**src/rtl/rtc_prescale_pkg.sv**
```systemverilog
package rtc_prescale_pkg;

    // One slow timing signal: its level and a one-cycle strobe on its falling edge.
    typedef struct packed {
        logic level;
        logic fall;
    } wave_t;

    // Status word as seen by a register read path.
    typedef struct packed {
        logic min_lvl;
        logic sec_lvl;
    } rtc_status_t;

    // Counter width for a modulus of n states (at least one bit).
    function automatic int unsigned count_width(input int unsigned n);
        return (n < 2) ? 1 : $clog2(n);
    endfunction

endpackage

```
**src/rtl/rtc_binary_divider.sv**
```systemverilog
module rtc_binary_divider
    import rtc_prescale_pkg::*;
#(
    parameter int unsigned SEC_LOG2  = 15,
    parameter int unsigned TRIM_LOG2 = 8
) (
    input  logic  clk,
    input  logic  rst,
    output logic  trim_o,
    output wave_t sec_o,
    output logic  sec_wrap_o
);
    logic [SEC_LOG2-1:0] cnt_q;
    logic                fall_q;
    logic                wrap_next;

    // All ones means the next edge brings the seconds tap from 1 to 0.
    assign wrap_next = &cnt_q;

    always_ff @(posedge clk) begin
        if (rst) begin
            cnt_q  <= '0;
            fall_q <= 1'b0;
        end else begin
            cnt_q  <= cnt_q + 1'b1;
            fall_q <= wrap_next;
        end
    end

    assign trim_o     = cnt_q[TRIM_LOG2-1];
    assign sec_o      = '{level: cnt_q[SEC_LOG2-1], fall: fall_q};
    assign sec_wrap_o = wrap_next;
endmodule

```
**src/rtl/rtc_toggle_stage.sv**
```systemverilog
module rtc_toggle_stage
    import rtc_prescale_pkg::*;
#(
    parameter int unsigned DIVISOR = 30
) (
    input  logic  clk,
    input  logic  rst,
    input  logic  advance_i,
    output wave_t wave_o,
    output logic  advance_o
);
    localparam int unsigned CW = count_width(DIVISOR);
    localparam logic [CW-1:0] LAST = CW'(DIVISOR - 1);

    logic [CW-1:0] cnt_q;
    logic          level_q;
    logic          fall_q;
    logic          toggle;

    assign toggle    = advance_i && (cnt_q == LAST);
    // The level falls on this edge when it toggles while high.
    assign advance_o = toggle && level_q;

    always_ff @(posedge clk) begin
        if (rst) begin
            cnt_q   <= '0;
            level_q <= 1'b0;
            fall_q  <= 1'b0;
        end else begin
            if (advance_i) begin
                cnt_q <= (cnt_q == LAST) ? '0 : cnt_q + 1'b1;
            end
            level_q <= level_q ^ toggle;
            fall_q  <= advance_o;
        end
    end

    assign wave_o = '{level: level_q, fall: fall_q};
endmodule

```
**src/rtl/rtc_prescaler.sv**
```systemverilog
module rtc_prescaler
    import rtc_prescale_pkg::*;
#(
    parameter int unsigned SEC_LOG2  = 15,
    parameter int unsigned TRIM_LOG2 = 8,
    parameter int unsigned HALF_MIN  = 30
) (
    input  logic       clk,
    input  logic       rst,
    output logic       trim_o,
    output logic       sec_o,
    output logic       min_o,
    output logic       sec_fall_o,
    output logic       min_fall_o,
    output logic [1:0] status_o
);
    wave_t       sec_w;
    wave_t       min_w;
    logic        sec_wrap;
    logic        min_wrap;
    rtc_status_t stat;

    rtc_binary_divider #(
        .SEC_LOG2 (SEC_LOG2),
        .TRIM_LOG2(TRIM_LOG2)
    ) u_div (
        .clk       (clk),
        .rst       (rst),
        .trim_o    (trim_o),
        .sec_o     (sec_w),
        .sec_wrap_o(sec_wrap)
    );

    rtc_toggle_stage #(
        .DIVISOR(HALF_MIN)
    ) u_min (
        .clk      (clk),
        .rst      (rst),
        .advance_i(sec_wrap),
        .wave_o   (min_w),
        .advance_o(min_wrap)
    );

    assign sec_o      = sec_w.level;
    assign sec_fall_o = sec_w.fall;
    assign min_o      = min_w.level;
    assign min_fall_o = min_w.fall;

    assign stat     = '{min_lvl: min_w.level, sec_lvl: sec_w.level};
    assign status_o = stat;
endmodule

```
**config.mk**
```make
export PLATFORM = sky130hd
export DESIGN_NAME = rtc_prescaler
export DESIGN_NICKNAME = d
export VERILOG_FILES = /design/src/rtl/rtc_prescale_pkg.sv /design/src/rtl/rtc_binary_divider.sv /design/src/rtl/rtc_toggle_stage.sv /design/src/rtl/rtc_prescaler.sv
export SDC_FILE = /design/constraint.sdc
export NUM_CORES = 1
export LEC_CHECK = 0
export BUFFER_PORTS_ARGS = -buffer_cell sky130_fd_sc_hd__buf_2
export CAP_MARGIN = 30
export CORE_AREA = 3 3 60 62
export CTS_CLUSTER_DIAMETER = 120
export DETAILED_ROUTE_END_ITERATION = 16
export DIE_AREA = 0 0 63 65
export SYNTH_ARGS = -nofsm -noshare
export SYNTH_HDL_FRONTEND = slang
export SYNTH_HIERARCHICAL = 1
export SYNTH_SLANG_ARGS = --single-unit
```
**constraint.sdc**
```tcl
create_clock -name clk -period 5.6 [get_ports clk]
set_input_delay 1.4 -clock clk [delete_from_list [all_inputs] [get_ports clk]]
set_output_delay 1.4 -clock clk [all_outputs]
set_load 0.02 [all_outputs]
```
-- Yosys cells after proc, flatten, opt, wreduce, memory -nomap -nowiden
Cells that the tools add are included.
- bits in registers: 23
- bits in latches: 0
- bits in writable memories: 0
- bits in read-only memories: 0
- input port bits: 2
- output and inout bits: 7
- logic and storage cells: 13
- memories kept: 0
- add/sub/neg operators: 2
- $mul: 0
- div/mod/pow operators: 0
- order comparisons: 0
- equal/unequal tests: 1
- shift operators: 0
- muxes and demuxes: 1
- bitwise operators: 1
- reduce and logical (&&, ||, !) cells: 3
- operator list (operator ; count):
    adder 15 x 1 -> 15 bit (second input constant) ; 1
    AND reduction 15 bit ; 1
    adder 5 x 1 -> 5 bit (second input constant) ; 1
    equality test 5 bit (second input constant) ; 1
    two-way mux 5 bit ; 1
    logical AND 1 bit ; 2
    bitwise XOR 1 bit ; 1

-- Logic depth before layout (Yosys ltp)
- depth in word-level cells: 3
- mapped depth: 9
- depth with buffers taken out: 8

-- Cells and area by module
Netlist, hierarchy kept.
- by module, submodules not included (module ; instances ; cells each ; area each (um^2) ; sequential area each (um^2)):
    rtc_binary_divider ; 1 ; 79 ; 719.4 ; 320.3
    rtc_toggle_stage ; 1 ; 33 ; 336.6 ; 140.1
    rtc_prescaler ; 1 ; 2 ; 15.0 ; 0.0

-- Worst setup path after synthesis
Ideal clock, no wire load.
- path type: input port to flip-flop
- from: input rst
- to: register u_div.cnt_q[2]
- setup time: 0.128 ns
- data arrival time: 1.982 ns
- required time: 5.472 ns
- path slack: 3.491 ns
- stages on the path: 3
- buffers on the path: 2
- cell sequence: clkbuf_1 clkbuf_1 nor2_1
- RTL lines (element ; RTL line ; text):
    from (decl) ; rtc_prescaler.sv:9 ; input logic rst,
    to (signal assigned) ; rtc_binary_divider.sv:25 ; cnt_q <= cnt_q + 1'b1;
    to (decl) ; rtc_binary_divider.sv:13 ; logic [SEC_LOG2-1:0] cnt_q;
No word-level cell between the ends.

-- Final worst setup path
- from: register u_div.cnt_q[14]
- to: output sec_o
- RTL lines (element ; RTL line ; text):
    to (decl) ; rtc_prescaler.sv:11 ; output logic sec_o,
No word-level cell between the ends.

==> impl_metrics.toml <==
[run_status]
status = "finished clean"

[placement]
routabilityCongestion = 0.754
port_buffers = 8
post-dp-hpwl_microns = 1300

[floorplanning]
start_util_pct = 34.8
fp-row-count = 20
die_h_microns = 65
die_area_sq_um = 4100
die_w_microns = 63
pin_count = 9
core-area_sq_um = 3080

[synth]
syn-instance-count = 114
synth_cell_type_count = 28
synthTopCellsByArea = "dfxtp_1, ha_1, buf_4"
syn-num-nets = 120
ys_ff_latch = 23
avgSynthCellArea_sq_um = 9.39
synth_top_area_cell = "dfxtp_1"
synthFlopType = "dfxtp_1"
ys_seq_area_share_pct = 43.0
ys_warn_count = 6
syn_area_sq_um = 1070
synthTopCellsByCount = "dfxtp_1, nor2_1, a21oi_1"
synth_top_cell_area_share_pct = 43.0
yosysMostFrequentCell = "dfxtp_1"
synth_edf_count = 0
synthArstFlopShare_pct = 0

[setup_path]
arrival_ns = 0.91
slowest_stage = "dfxtp_1"
reg2reg_depth = 8
rr_startpoint = "u_div/cnt_q[0]"
critical_path_class = "register to output pin"
end_kind = "output pin"
startpoint_type = "register"
max_stage_delay_ns = 0.41
path_delay_family = "flip-flops"
cp.required_ns = 4.20
r2r-end = "u_min/level_q"
critPathBufInv = 1
path_cells = "buf_2"
cp_max_fo = 6
rrSetupSlack_ns = 3.32

[timing]
finalHoldViolations = 0
fin_skew_ns = 0.00562
finalCritPeriodShare_pct = 41.2
worst_slew_margin_rel_pct = 76.2
tightest_slew_ns = 0.357
timing.hold.ws_ns = 0.498
layout_min_cycle_time_ns = 2.30
fmax_ghz = 0.434
rsz0062_at_grt = "false"
fin_setup_tns_ns = 0
slew_viol_final = 0
finalSetupViolCount = 0

[global_route]
grt_pass1_vias = 750
grt_max_degree = 22
grt_use_total_pct = 9.55
grt_pass1_wl_microns = 3170
grt-ovfl-total = 0
antenna_found_initial = 0

[cts]
cts_hold_buf = 0
cts_setup_buffers = 0
worstSkewPairLatency_ns = 0.30
ctsResizeCount = 0
cts-buffers-inserted = 3
htreeDepth = 1
clock_sinks = 23
clkSlewWorstSetupHoldPaths_ns = 0.12
clk_path_buf_depth = 2
cts_tree = "yes"
ctsRootBufferMaster = "clkbuf_4"

[layout]
drive_gt1_share_pct = 14.5
num-nets-final = 124
n_fill_cell = 324
seq_area_sq_um = 460
syn2layout_area_growth_pct = 5.37
multi_input_area_sq_um = 532
n_antenna_cell = 0
fin_util_pct = 36.7

[min_path]
holdPathStages = 2
holdPathEnd = "u_div/cnt_q[11]"
hp-class = "register to register"
hold_start = "u_div/cnt_q[11]"

[power]
powerDensity_nw_per_um2 = 221
leakage_uw = 0.000402
irDropWorstVdd_v = 0.000127

[flow_run]
cap_violations = 0

[detailed_routing]
viasPerCell = 4.86
post_drt_wl_per_cell_microns = 10.8
num_vias = 783
drt_first_pass_iters = 4
drtIter0Drc = 34
drc = 0
antenna_left = 0
drt_wl_total_microns = 1740
## layer usage
layer	vias up	GRT usage (%)	wire length (microns)	share of wire, %
li1	405	-	-	-
met1	365	10.1	771	44
met2	11	17.5	877	50
met3	2	3.81	70	4.0
met4	0	2.48	19	1.1
met5	-	0	0	0
## worst min-delay path, cell delays in order (launching register included)
cell and delay [ns]:
dfxtp_1 0.34, o31ai_1 0.06, a21oi_1 0.06
## worst max-delay path by stage
stage / start / end / cells past startpoint
after floorplan: rst / u_div/cnt_q[2] / 3
after global placement: u_div/cnt_q[0] / u_min/level_q / 8
after detailed placement: u_div/cnt_q[0] / u_min/level_q / 8
after CTS: u_div/cnt_q[7] / trim_o / 1
after global routing: u_div/cnt_q[0] / u_min/level_q / 8
final: u_div/cnt_q[14] / sec_o / 1
## report_power, final
part / internal, uW / total (uW) / switching, uW
clock network: 27.7 / 74.2 / 46.5
logic: 3.00 / 7.54 / 4.54
registers: 165 / 168 / 2.40
total: 196 / 250 / 53.4
## per-stage QoR
step                instance area, sq um  setup slack (ns)  total power (uW)  std cells
global route                        1130              3.11               263        161
finish                              1130              3.30               250        161
detailed placement                  1100              3.31               179        157
global placement                    1100              3.40               179        157
CTS                                 1130              3.28               255        161
floorplan                           1070              3.49               177        114
## flip-flops by register name (all words and copies together) (netlist names)
register       cells
u_div/cnt_q       15
u_div/fall_q       1
u_min/cnt_q        5
u_min/fall_q       1
u_min/level_q      1
## cell type report
cell class              instances  share of cell area (%)
clock buffers                   4                    2.33
repair buffers                  8                    3.55
well taps                      44                    4.88
inverters                       4                    1.33
flip-flops and latches         23                    40.8
multi-input cells              78                    47.1
## layout by cell type (no fill, tap or decap)
| master | Yosys | layout |
|---|---|---|
| nor2b_1 | 5 | 5 |
| o21ai_0 | 3 | 3 |
| clkbuf_4 | 0 | 3 |
| nand3_1 | 6 | 6 |
| buf_2 | 0 | 8 |
| nor4_1 | 1 | 1 |
| nand4_1 | 5 | 5 |
| nor2_1 | 12 | 12 |
| inv_1 | 4 | 4 |
| and3b_1 | 1 | 1 |
| or3_1 | 3 | 3 |
| ha_1 | 4 | 4 |
| dfxtp_1 | 23 | 23 |
| xor2_1 | 5 | 5 |
| xnor2_1 | 2 | 2 |
| nand2_1 | 5 | 5 |
| mux2_1 | 1 | 1 |
| a211oi_2 | 1 | 1 |
| mux2_2 | 1 | 1 |
| o31ai_1 | 5 | 5 |
| or4_1 | 5 | 5 |
| nor4_2 | 1 | 1 |
| o21bai_4 | 1 | 1 |
| clkbuf_1 | 2 | 1 |
| nand2_2 | 1 | 1 |
| and2_1 | 1 | 1 |
| a21oi_1 | 8 | 8 |
| nand4_4 | 1 | 1 |
## cells by family (layout without fill, tap and decap cells)
family / after synthesis / in the layout / synth area share (%)
muxes: 2 / 2 / 2.10
buffers and inverters: 13 / 16 / 7.36
adders and majority gates: 4 / 4 / 4.67
AOI/OAI and AO/OA: 18 / 18 / 11.6
DFF: 23 / 23 / 43.0
and+or+nand+nor: 47 / 47 / 25.6
xor gates and xnor gates: 7 / 7 / 5.72
Power figures use the tool's default switching activity.
